File: src/rtl/timer_pkg.sv
package timer_pkg;
  typedef enum logic {PH_HI = 1'b0, PH_LO = 1'b1} phase_e;

  localparam int EV_HI  = 0;
  localparam int EV_LO  = 1;
  localparam int EV_OVF = 2;
  localparam int EV_N   = 3;

  localparam logic [2:0] A_CMP_HI = 3'd0;
  localparam logic [2:0] A_CMP_LO = 3'd1;
  localparam logic [2:0] A_CFG    = 3'd2;
  localparam logic [2:0] A_IE     = 3'd3;
  localparam logic [2:0] A_CLR    = 3'd4;
endpackage

File: src/rtl/tmr_prescaler.sv
module tmr_prescaler #(
  parameter int PSC_MAX = 8,
  parameter int SEL_W   = $clog2(PSC_MAX + 1)
) (
  input  logic             clk_i,
  input  logic             rst_ni,
  input  logic             run_i,
  input  logic [SEL_W-1:0] sel_i,
  output logic             tick_o
);
  localparam logic [SEL_W-1:0] SEL_TOP = SEL_W'(PSC_MAX);

  logic [PSC_MAX-1:0] div_q;
  logic [PSC_MAX-1:0] mask;
  logic [SEL_W-1:0]   sel_c;

  assign sel_c = (sel_i > SEL_TOP) ? SEL_TOP : sel_i;

  always_comb begin
    mask = '0;
    for (int i = 0; i < PSC_MAX; i++) mask[i] = (i < int'(sel_c));
  end

  assign tick_o = run_i && ((div_q & mask) == mask);

  always_ff @(posedge clk_i or negedge rst_ni) begin
    if (!rst_ni)     div_q <= '0;
    else if (!run_i) div_q <= '0;
    else             div_q <= div_q + 1'b1;
  end
endmodule

File: src/rtl/tmr_core.sv
module tmr_core
  import timer_pkg::*;
#(
  parameter int CNT_W = 16
) (
  input  logic             clk_i,
  input  logic             rst_ni,
  input  logic             run_i,
  input  logic             tick_i,
  input  logic [CNT_W-1:0] cmp_hi_i,
  input  logic [CNT_W-1:0] cmp_lo_i,
  output logic [CNT_W-1:0] cnt_o,
  output logic [CNT_W-1:0] act_o,
  output phase_e           phase_o,
  output logic             match_o,
  output logic             ovf_o
);
  logic [CNT_W-1:0] cnt_q, act_q;
  phase_e           phase_q;

  assign match_o = run_i && tick_i && (cnt_q == act_q);
  assign ovf_o   = run_i && tick_i && (cnt_q == {CNT_W{1'b1}});

  always_ff @(posedge clk_i or negedge rst_ni) begin
    if (!rst_ni) begin
      cnt_q   <= '0;
      act_q   <= '0;
      phase_q <= PH_HI;
    end else if (!run_i) begin
      cnt_q   <= '0;
      act_q   <= cmp_hi_i;
      phase_q <= PH_HI;
    end else if (match_o) begin
      cnt_q   <= '0;
      act_q   <= (phase_q == PH_HI) ? cmp_lo_i : cmp_hi_i;
      phase_q <= (phase_q == PH_HI) ? PH_LO : PH_HI;
    end else if (tick_i) begin
      cnt_q   <= cnt_q + 1'b1;
    end
  end

  assign cnt_o   = cnt_q;
  assign act_o   = act_q;
  assign phase_o = phase_q;
endmodule

File: src/rtl/tmr_flags.sv
module tmr_flags #(
  parameter int N = 3
) (
  input  logic         clk_i,
  input  logic         rst_ni,
  input  logic [N-1:0] set_i,
  input  logic [N-1:0] clr_i,
  input  logic [N-1:0] ie_i,
  output logic [N-1:0] pend_o,
  output logic         irq_o
);
  logic [N-1:0] pend_q;

  // set has priority over a simultaneous clear
  always_ff @(posedge clk_i or negedge rst_ni) begin
    if (!rst_ni) pend_q <= '0;
    else         pend_q <= (pend_q & ~clr_i) | set_i;
  end

  assign pend_o = pend_q;
  assign irq_o  = |(pend_q & ie_i);
endmodule

File: src/rtl/dual_cmp_timer.sv
module dual_cmp_timer
  import timer_pkg::*;
#(
  parameter int CNT_W   = 16,
  parameter int PSC_MAX = 8,
  parameter int ADDR_W  = 3
) (
  input  logic              clk_i,
  input  logic              rst_ni,
  input  logic              wr_en_i,
  input  logic [ADDR_W-1:0] wr_addr_i,
  input  logic [CNT_W-1:0]  wr_data_i,
  output logic              pwm_o,
  output logic              irq_o,
  output logic [EV_N-1:0]   pend_o
);
  localparam int SEL_W    = $clog2(PSC_MAX + 1);
  localparam int CFG_MODE = SEL_W;
  localparam int CFG_RUN  = SEL_W + 1;

  logic [CNT_W-1:0] cmp_hi_q, cmp_lo_q;
  logic [SEL_W-1:0] sel_q;
  logic             pwm_mode_q, run_q;
  logic [EV_N-1:0]  ie_q, clr, ev_set;
  logic             tick, match, ovf;
  logic [CNT_W-1:0] cnt, act;
  phase_e           phase;

  always_ff @(posedge clk_i or negedge rst_ni) begin
    if (!rst_ni) begin
      cmp_hi_q   <= '0;
      cmp_lo_q   <= '0;
      sel_q      <= '0;
      pwm_mode_q <= 1'b0;
      run_q      <= 1'b0;
      ie_q       <= '0;
    end else if (wr_en_i) begin
      case (wr_addr_i)
        ADDR_W'(A_CMP_HI): cmp_hi_q <= wr_data_i;
        ADDR_W'(A_CMP_LO): cmp_lo_q <= wr_data_i;
        ADDR_W'(A_CFG): begin
          sel_q      <= wr_data_i[SEL_W-1:0];
          pwm_mode_q <= wr_data_i[CFG_MODE];
          run_q      <= wr_data_i[CFG_RUN];
        end
        ADDR_W'(A_IE):     ie_q <= wr_data_i[EV_N-1:0];
        default: ;
      endcase
    end
  end

  assign clr = (wr_en_i && wr_addr_i == ADDR_W'(A_CLR)) ? wr_data_i[EV_N-1:0] : '0;

  tmr_prescaler #(.PSC_MAX(PSC_MAX), .SEL_W(SEL_W)) u_psc (
    .clk_i (clk_i),
    .rst_ni(rst_ni),
    .run_i (run_q),
    .sel_i (sel_q),
    .tick_o(tick)
  );

  tmr_core #(.CNT_W(CNT_W)) u_core (
    .clk_i   (clk_i),
    .rst_ni  (rst_ni),
    .run_i   (run_q),
    .tick_i  (tick),
    .cmp_hi_i(cmp_hi_q),
    .cmp_lo_i(cmp_lo_q),
    .cnt_o   (cnt),
    .act_o   (act),
    .phase_o (phase),
    .match_o (match),
    .ovf_o   (ovf)
  );

  always_comb begin
    ev_set         = '0;
    ev_set[EV_HI]  = match && (phase == PH_HI);
    ev_set[EV_LO]  = match && (phase == PH_LO);
    ev_set[EV_OVF] = ovf;
  end

  tmr_flags #(.N(EV_N)) u_flags (
    .clk_i (clk_i),
    .rst_ni(rst_ni),
    .set_i (ev_set),
    .clr_i (clr),
    .ie_i  (ie_q),
    .pend_o(pend_o),
    .irq_o (irq_o)
  );

  assign pwm_o = run_q && pwm_mode_q && (phase == PH_HI);
endmodule

File: config.mk
export PLATFORM = sky130hd
export DESIGN_NAME = dual_cmp_timer
export DESIGN_NICKNAME = d
export VERILOG_FILES = /design/src/rtl/timer_pkg.sv /design/src/rtl/tmr_prescaler.sv /design/src/rtl/tmr_core.sv /design/src/rtl/tmr_flags.sv /design/src/rtl/dual_cmp_timer.sv
export SDC_FILE = /design/constraint.sdc
export NUM_CORES = 1
export LEC_CHECK = 0
export BUFFER_PORTS_ARGS = -buffer_cell sky130_fd_sc_hd__buf_2
export CAP_MARGIN = 20
export CORE_ASPECT_RATIO = 1.25
export CORE_MARGIN = 2
export CORE_UTILIZATION = 54
export DETAILED_ROUTE_END_ITERATION = 16
export PLACE_DENSITY = 0.8
export RECOVER_POWER = 100
export SLEW_MARGIN = 40
export SYNTH_ARGS = -nofsm -noshare
export SYNTH_HDL_FRONTEND = slang
export SYNTH_SLANG_ARGS = --single-unit
File: constraint.sdc
create_clock -name clk_i -period 2.09 [get_ports clk_i]
set_input_delay 0.209 -clock clk_i [delete_from_list [all_inputs] [get_ports clk_i]]
set_output_delay 0.209 -clock clk_i [all_outputs]
set_load 0.02 [all_outputs]
==> results of run 1 <==
-- routing by layer --
layer  GRT usage, %  wire (um)
met5              0          0
met1          28.40       3610
met4          12.44        371
met2          39.15       4557
met3          5.348        398
-- placed cells by master, fill, tap and decap left out, types with 7 or more instances in the layout --
cell type / Yosys / final
clkbuf_8: 0 / 10
nor2_1: 11 / 10
clkbuf_1: 10 / 10
mux2_4: 10 / 11
a21oi_1: 16 / 13
nand2_1: 26 / 26
dfrtp_1: 85 / 85
mux2_2: 60 / 60
nand3_1: 10 / 10
nand4_1: 7 / 7
xor2_1: 20 / 20
buf_4: 0 / 39
buf_2: 2 / 21
o21ai_0: 12 / 11
-- worst max-delay path: stages (launching register included) --
cell and delay, ns:
dfrtp_1 0.39, a21o_1 0.18, a221o_1 0.33, or4_4 0.46
o21ai_4 0.20, buf_12 0.18, mux2_2 0.34
-- final timing paths --
check	slack, ns	endpoint
worst max-delay path	-0.11	u_core.act_o[1]
worst min-delay path	0.08	cmp_lo_q[11]
worst max register to register	-0.11	u_core.act_o[1]
worst min register to register	0.51	cmp_hi_q[12]
max in group asynchronous	0.25	u_core.act_o[10]
min in group asynchronous	0.55	u_psc.div_q[5]
-- timing repair --
item	in CTS	in global routing
hold buffers	1	0
setup endpoints to repair	33	34
pin swaps	3	11
buffers inserted	2	5
resized for setup	10	17
hold endpoints to repair	40	0
-- power breakdown --
group          total [mW]  switching, mW  internal (mW)
clock network        1.19          0.606          0.587
logic                1.26          0.541          0.720
registers            2.23          0.241           1.99
-- per-stage QoR --
step / area [sq um] / hold WS, ns / power (mW)
floorplan: 4086 / -0.08659 / 3.009
global placement: 4624 / 0.2265 / 3.353
detailed placement: 4624 / 0.2369 / 3.439
CTS: 4892 / 0.07249 / 4.662
global route: 4965 / 0.07631 / 4.916
finish: 4965 / 0.08404 / 4.690
-- registers in the layout (all words and copies together), names as in the netlist --
signal,count
u_flags.pend_o,3
u_core.cnt_o,16
run_q,1
sel_q,4
ie_q,3
u_core.act_o,16
u_psc.div_q,8
pwm_mode_q,1
u_core.phase_o,1
cmp_hi_q,16
cmp_lo_q,16
-- logic make-up after synthesis --
kind of cell             count (synthesis)
flip-flops                              85
multiplexers                            71
buffers and inverters                   20
AND/OR/NAND/NOR                         94
adder cells (fa/ha/maj)                  2
AO/OA/AOI/OAI                           48
XOR/XNOR                                21
-- final cells by class --
class                           count  area [sq um]
Multi-Input combinational cell    236          1968
Sequential cell                    85          2127
Fill cell                         541          2392
Clock inverter                      5         58.81
Inverter                            5         18.77
Tap cell                           92         115.1
Clock buffer                       11         141.4
Timing Repair Buffer               79         535.5
==> impl_metrics.yaml, run 1 <==
status:
  status: "finished, violations left"
  violations: "negative setup slack"
min_path:
  hp-class: "input pin to register"
  worstHoldPathCells: 2
  hp-start: "wr_data_i[11]"
sta:
  report.final.slew_viol_count: 0
  post-route-min-period_ns: 2.205
  timing.final.crit_share_pct: 105.5
  finalSetupTns_ns: -2.045
  worst_pin_slew_ns: 1.051
  fmax_mhz: 453.6
  hold_viol_final: 0
  setup_viol: 29
  rsz0062_at_grt: "yes"
  skew_ns: 0.01039
  slew_headroom_pct: 29.95
  fin_ws_ns: -0.1145
floorplanning:
  fp.dieW_um: 81.81
  die-area_sq_um: 8284
  core_region_area_sq_um: 7357
  start_util_pct: 55.54
  die_y_um: 101.3
  io-pin-count: 27
  rows: 35
clock_tree:
  cts_buffers: 9
  clockBufferDepth: 2
  cts_tree: "yes"
  cts_sinks: 85
  clock_latency_ns: 0.37
  root_buffer: "clkbuf_8"
  htree_levels: 3
  path_clk_slew_ns: 0.09
logic_synthesis:
  synth_xor_area_share_pct: 4.501
  synth_top_family_by_area: "multiplexers"
  synthTopCellsByCount: "85 x dfrtp_1, 60 x mux2_2, 26 x nand2_1"
  postSynthAreaPerCell_sq_um: 11.98
  yosys.cell_types.count: 44
  syn-num-nets: 365
  synth_compound_gate_area_share_pct: 7.655
  ys_top_cells_by_area: "dfrtp_1 52%, mux2_2 17%, xor2_1 4.3%"
  synth_mux_area_share_pct: 20.48
  seq_area_frac_synth_pct: 52.05
  ys_async_sr_fraction_pct: 100.0
  synth_ff_type: "dfrtp_1"
  ys_ff_latch: 85
  synth-adder-area-share_pct: 0.6124
  netlist_instances: 341
  synth.most_common_cell: "dfrtp_1"
  yosys.area.top_type_share_pct: 52.05
  yosys_warnings: 0
  synth-simple-area-share_pct: 12.34
  syn_area_sq_um: 4086
  synth_edf_count: 0
  synth_top_area_cell: "dfrtp_1"
global_routing:
  grt-ovfl-total: 0
  grt_pass1_vias: 3051
  antenna_found_initial: 0
  globalRouteTotalUtil_pct: 23.59
  grt_max_degree: 46
  grt_pass1_wl_um: 14620
critical_path:
  crit_path_start: "sel_q[2]"
  path_class: "register to register"
  end_kind: "register"
  cp-start-kind: "register"
  critical_path_arrival_ns: 2.45
  r2r.worst_path.cells: 6
  rr_startpoint: "sel_q[2]"
  cp.required_ns: 2.34
  path_max_fanout: 12
placement:
  gp_congestion: 0.9905
  post-place-ws_ns: -0.1889
  portBuffers: 26
  dp_hpwl_um: 6141
  numPlacedInstances: 489
final_layout:
  fin_util_pct: 67.48
  syn_to_final_growth_pct: 21.49
  fin_cells: 513
  diodes: 0
  drive_above_1_share_pct: 41.33
  fin_nets: 440
power:
  power_density_nw_per_um2: 944.6
  p_leak_nw: 2.231
  ir_drop_uv: 630.8
routing:
  viasPerCell: 5.899
  vias: 3026
  initialDrtViolationCount: 209
  first_pass_iters: 4
  route.detailed.drc: 0
  final_antenna_net_count: 0
  post_drt_wl_per_cell_um: 17.42
  wirelength_um: 8937
flow_run:
  drv_cap: 0
Note: power is estimated with default switching activity, not from simulation.
==> run 2: changes to the inputs <==
--- a/config.mk
+++ b/config.mk
@@ -13,3 +13,3 @@
 export DETAILED_ROUTE_END_ITERATION = 16
-export PLACE_DENSITY = 0.8
+export PLACE_DENSITY = 0.84
 export RECOVER_POWER = 100
@@ -18,2 +18,3 @@
 export SYNTH_HDL_FRONTEND = slang
+export SYNTH_HIERARCHICAL = 1
 export SYNTH_SLANG_ARGS = --single-unit
--- a/constraint.sdc
+++ b/constraint.sdc
@@ -3,2 +3,2 @@
 set_output_delay 0.209 -clock clk_i [all_outputs]
-set_load 0.02 [all_outputs]
+set_load 0.01 [all_outputs]
==> run 2 against run 1 <==
The run still ends with negative setup slack left. Count of clock-buffer cells in the layout decreased by 1. Non-clock buffer count shrank 15. First-iteration DRC count unchanged. Synthesized cell count down 4.7%. Wire length up 7.6%. Clock skew up 0.0030 ns.
==> impl_metrics.yaml, run 2 <==
status:
  status: "finished, violations left"
  violations: "negative setup slack"
sta:
  whs_ns: 0.06961
  fin_ws_ns: -0.4280
  finalSetupTns_ns: -11.31
  skew_ns: 0.01342
  worst_pin_slew_ns: 1.269
  report.final.slew_viol_count: 0
  setup_viol: 35
  fmax_mhz: 397.1
  hold_viol_final: 0
  post-route-min-period_ns: 2.518
  rsz0062_at_grt: "yes"
  slew_headroom_pct: 15.41
  timing.final.crit_share_pct: 120.5
logic_synthesis:
  synth_compound_gate_area_share_pct: 3.150
  synth_mux_area_share_pct: 20.54
  synth_ff_type: "dfrtp_1"
  ys_ff_latch: 85
  synth_top_area_cell: "dfrtp_1"
  postSynthAreaPerCell_sq_um: 12.47
  synth.most_common_cell: "dfrtp_1"
  syn-num-nets: 349
  ys_top_cells_by_area: "dfrtp_1 53%, mux2_2 20%, xnor2_1 4.1%"
  synthTopCellsByCount: "85 x dfrtp_1, 72 x mux2_2, 23 x nor2_1"
  synth-simple-area-share_pct: 12.75
  netlist_instances: 325
  yosys.cell_types.count: 43
  yosys_warnings: 6
  syn_area_sq_um: 4051
  yosys.area.top_type_share_pct: 52.50
  ys_async_sr_fraction_pct: 100.0
  synth-adder-area-share_pct: 0.6177
  synth_xor_area_share_pct: 7.566
  synth_edf_count: 0
  seq_area_frac_synth_pct: 52.50
  synth_top_family_by_area: "multiplexers"
routing:
  viasPerCell: 5.778
  vias: 2808
  final_antenna_net_count: 0
  route.detailed.drc: 0
  initialDrtViolationCount: 209
  wirelength_um: 9613
  first_pass_iters: 4
  post_drt_wl_per_cell_um: 19.78
flow_run:
  drv_cap: 0
final_layout:
  multiInputGateArea_sq_um: 2120
  syn_to_final_growth_pct: 25.17
  diodes: 0
  fin_cells: 486
  finalInstanceArea_sq_um: 5071
  fillers: 485
  fin_nets: 413
  fin_util_pct: 69.34
  seqCellArea_sq_um: 2127
  drive_above_1_share_pct: 46.19
  final_cell_mix: "85 x dfrtp_1, 56 x mux2_2, 24 x buf_4"
  layout_commonest_cell: "dfrtp_1"
critical_path:
  end_kind: "register"
  rr_startpoint: "sel_q[2]"
  critical_path_arrival_ns: 2.83
  cp-start-kind: "register"
  r2r.worst_path.cells: 11
  path_max_fanout: 4
  cp.required_ns: 2.40
  path_class: "register to register"
  crit_path_start: "sel_q[2]"
min_path:
  hp-class: "input pin to register"
  hp-start: "wr_data_i[9]"
  worstHoldPathCells: 2
clock_tree:
  htree_levels: 3
  cts_buffers: 9
  cts_tree: "yes"
  clock_latency_ns: 0.37
  cts_sinks: 85
  clockBufferDepth: 2
  path_clk_slew_ns: 0.09
  root_buffer: "clkbuf_8"
global_routing:
  globalRouteTotalUtil_pct: 23.38
  grt_pass1_wl_um: 14350
  grt-ovfl-total: 0
  grt_pass1_vias: 2919
  grt_max_degree: 51
  antenna_found_initial: 0
power:
  p_comb_share_pct: 28.6
  swShare_pct: 29.96
  p_leak_nw: 2.270
  power_density_nw_per_um2: 979.5
  power.internal_mw: 3.479
  power_mw: 4.967
  switching_power_mw: 1.488
  ir_drop_uv: 746.8
  p_clk_share_pct: 26.2
  seqPwrFrac_pct: 45.2
floorplanning:
  io-pin-count: 27
  die-area_sq_um: 8215
  rows: 35
  start_util_pct: 55.40
  core_region_area_sq_um: 7313
  die_y_um: 100.8
  fp.dieW_um: 81.47
placement:
  post-place-ws_ns: -0.3580
  numPlacedInstances: 459
  gp_congestion: 0.8943
  dp_hpwl_um: 5704
  dpl_cell_area_sq_um: 4453
  portBuffers: 26
## run 2: changes by cell type after synthesis, sizes merged, moves of 4 or more
cell,before,now
nand2,26,13
o21ai,13,4
and2,3,11
clkbuf,10,1
or3,7,1
xnor2,1,19
a21oi,17,1
buf,5,10
nor2,11,23
or4,8,0
inv,5,9
xor2,20,16
## run 2: area by class of cell
cell class / count / area share, %
inverters: 9 / 0.6662
well taps: 92 / 2.270
repair buffers: 64 / 8.956
multi-input cells: 220 / 41.80
clock inverters: 6 / 1.850
flip-flops and latches: 85 / 41.94
clock buffers: 10 / 2.517
## run 2: repair_timing
action | CTS | global route
resized for setup | 24 | 56
buffers inserted | 3 | 7
gates cloned | 1 | 1
hold buffers | 1 | 0
setup endpoints to repair | 35 | 36
hold endpoints to repair | 48 | 0
pin swaps | 4 | 18
## run 2: critical path: stages (launching register included)
cell and delay [ns]:
dfrtp_1 0.43, a31oi_2 0.24, o21ai_2 0.07, o32a_1 0.30, a211oi_2 0.19, nand2_1 0.13, buf_4 0.16, nor2b_1 0.12
nand4_1 0.20, nor4bb_4 0.34, nor2b_1 0.18, a21o_1 0.10
## run 2: final timing paths
check | endpoint | slack, ns
worst min-delay path | cmp_hi_q[9] | 0.07
worst max register to register | u_flags/pend_o[0] | -0.43
worst min register to register | cmp_hi_q[9] | 0.49
min in group asynchronous | ie_q[2] | 0.62
worst max-delay path | u_flags/pend_o[0] | -0.43
max in group asynchronous | cmp_lo_q[15] | 0.33
## run 2: metal layers
metal  part of all wire (%)  track usage [%]  vias to the layer above
met1                     40            29.01                     1457
li1                       -                -                     1268
met2                     54            38.90                       64
met5                      0                0                        -
met4                    2.4            10.95                        0
met3                    3.6            4.570                       19
## run 2: cells by family (layout without fill, tap and decap cells)
family                     count (synthesis)  after routing
AOI/OAI and AO/OA                         17             17
xor gates and xnor gates                  35             35
adders and majority gates                  2              2
buffers and inverters                     20             89
DFF                                       85             85
muxes                                     74             74
and+or+nand+nor                           92             92
## run 2: power by group through the flow
stage / Sequential [mW] / Combinational, mW / Clock, mW
after floorplan: 2.19 / 0.775 / 0
after global placement: 2.23 / 1.04 / 0
after CTS: 2.23 / 1.25 / 1.32
after global routing: 2.28 / 1.52 / 1.41
after detailed placement: 2.25 / 1.08 / 0
final: 2.25 / 1.42 / 1.30
==> run 3: changes to the inputs <==
PLACE_DENSITY = 0.75   (was 0.84)
==> run 3 against run 2 <==
The flow still finishes with violations (negative setup slack). Power down 7.2%. Die area unchanged. Worst setup slack improved by 0.12 ns. Count of clock-buffer cells in the layout rose by 1. Final area is 2.9% lower. Global-route usage down 1.3 points. Maximum frequency increased by 4.9%. Combinational power down 17%. Cell count rose by 0.21%. Sequential share of layout area is 1.3 points higher. Sequential power about the same. Utilization down 2.0 points. Largest cell class unchanged. Largest power group unchanged.
==> impl_metrics.yaml, run 3 (synthesis results as in run 2) <==
floorplanning:
  io-pin-count: 27
  start_util_pct: 55.40
  rows: 35
  core_region_area_sq_um: 7313
  die_y_um: 100.8
  fp.dieW_um: 81.47
  die-area_sq_um: 8215
final_layout:
  diodes: 0
  fin_util_pct: 67.32
  fin_nets: 414
  final_cell_mix: "85 x dfrtp_1, 69 x mux2_2, 25 x buf_4"
  syn_to_final_growth_pct: 21.53
  drive_above_1_share_pct: 43.29
  layout_commonest_cell: "dfrtp_1"
sta:
  timing.final.crit_share_pct: 114.9
  slew_headroom_pct: 24.24
  fin_ws_ns: -0.3108
  fmax_mhz: 416.5
  setup_viol: 32
  worst_pin_slew_ns: 1.136
  report.final.slew_viol_count: 0
  skew_ns: 0.009135
  rsz0062_at_grt: "yes"
  post-route-min-period_ns: 2.401
  hold_viol_final: 0
  finalSetupTns_ns: -8.525
min_path:
  hp-class: "input pin to register"
clock_tree:
  path_clk_slew_ns: 0.08
  clockBufferDepth: 2
  root_buffer: "clkbuf_8"
  cts_sinks: 85
  htree_levels: 3
  cts_buffers: 9
  cts_tree: "yes"
  clock_latency_ns: 0.35
routing:
  final_antenna_net_count: 0
  route.detailed.drc: 0
  viasPerCell: 5.556
  wirelength_um: 8488
  initialDrtViolationCount: 148
  post_drt_wl_per_cell_um: 17.43
  vias: 2706
  first_pass_iters: 4
critical_path:
  critPathMaxStageDelay_ns: 0.41
  cpMaxStageDelayCell: "dfrtp_1"
  end_kind: "register"
  path_buf_inv: 1
  cp-start-kind: "register"
  cp_top_family: "compound AO/OA/AOI/OAI gates"
  path_max_fanout: 17
  cp.required_ns: 2.32
  path_class: "register to register"
  critical_path_arrival_ns: 2.63
  crit_chain: "nor2_2, a31oi_1, o32a_1, a211oi_2, nand2_1, nor2_1, nand2_1, o21ai_2, buf_12, mux2_2"
  crit_top_cell: "nand2_1"
flow_run:
  drv_cap: 0
power:
  p_leak_nw: 2.219
  power_mw: 4.611
  power_density_nw_per_um2: 936.5
  ir_drop_uv: 550.0
global_routing:
  grt_max_degree: 86
  grt_pass1_vias: 2915
  globalRouteTotalUtil_pct: 22.07
  antenna_found_initial: 0
  grt-ovfl-total: 0
  grt_pass1_wl_um: 13810
status:
  violations: "negative setup slack"
  status: "finished, violations left"
placement:
  dp_hpwl_um: 5684
  portBuffers: 26
  gp_congestion: 0.7962
-- run 3: cell count changes in the layout (fill, tap and decap cells not counted), moves of 2 or more --
cell and change:
buf_6 +4, inv_6 -2, mux2_2 +13, mux2_4 -13
clkbuf_2 -2, clkbuf_8 +2, nor2_2 -3, buf_2 -2
nor2_1 +12, nor2_4 -9
-- run 3: metal layers --
| layer | track usage [%] | vias up | share of wire [%] | wire, um |
|---|---|---|---|---|
| met5 | 0 | - | 0 | 0 |
| met2 | 40.10 | 41 | 55 | 4673 |
| met3 | 3.226 | 11 | 2.2 | 188 |
| met4 | 7.432 | 0 | 1.4 | 117 |
| li1 | - | 1270 | - | - |
| met1 | 26.26 | 1384 | 41 | 3507 |
-- run 3: through the flow --
step	worst slack (ns)	hold WS, ns	instances	cell area (sq um)
5_1_grt	-0.4144	0.09592	487	4923
4_1_cts	-0.2958	0.09163	482	4862
6_report	-0.3108	0.1011	487	4923
3_3_place_gp	-0.2267	0.2749	460	4486
3_5_place_dp	-0.4028	0.2782	460	4486
2_1_floorplan	-0.2308	-0.08659	325	4070
-- run 3: final cells by class --
class	instances	area, sq um
inverter	9	33.78
tap	92	115.1
fill	542	2390
clock buffer	11	151.4
timing repair buffer	65	462.9
sequential	85	2127
multi-input combinational	220	1974
clock inverter	5	58.81
-- run 3: path summary, 6_finish.rpt --
| check | slack [ns] | endpoint | start | depth (start not counted) |
|---|---|---|---|---|
| worst min-delay path | 0.10 | cmp_lo_q[12] | wr_data_i[12] | 2 |
| worst min register to register | 0.51 | cmp_hi_q[9] | cmp_hi_q[9] | 1 |
| max in group asynchronous | 0.61 | u_core/cnt_o[3] | rst_ni | 3 |
| worst max register to register | -0.31 | u_core/act_o[10] | sel_q[1] | 10 |
| min in group asynchronous | 0.72 | cmp_hi_q[2] | rst_ni | 3 |
| worst max-delay path | -0.31 | u_core/act_o[10] | sel_q[1] | 10 |
-- run 3: power by group --
group | switching (mW) | internal [mW]
clock | 0.586 | 0.618
sequential | 0.232 | 1.99
combinational | 0.492 | 0.693
-- run 3: timing repair --
action / CTS / global route
pin swaps: 11 / 9
buffers inserted: 5 / 7
resized for setup: 27 / 16
hold endpoints to repair: 85 / 0
hold buffers: 1 / 0
gates cloned: 0 / 0
setup endpoints to repair: 32 / 35
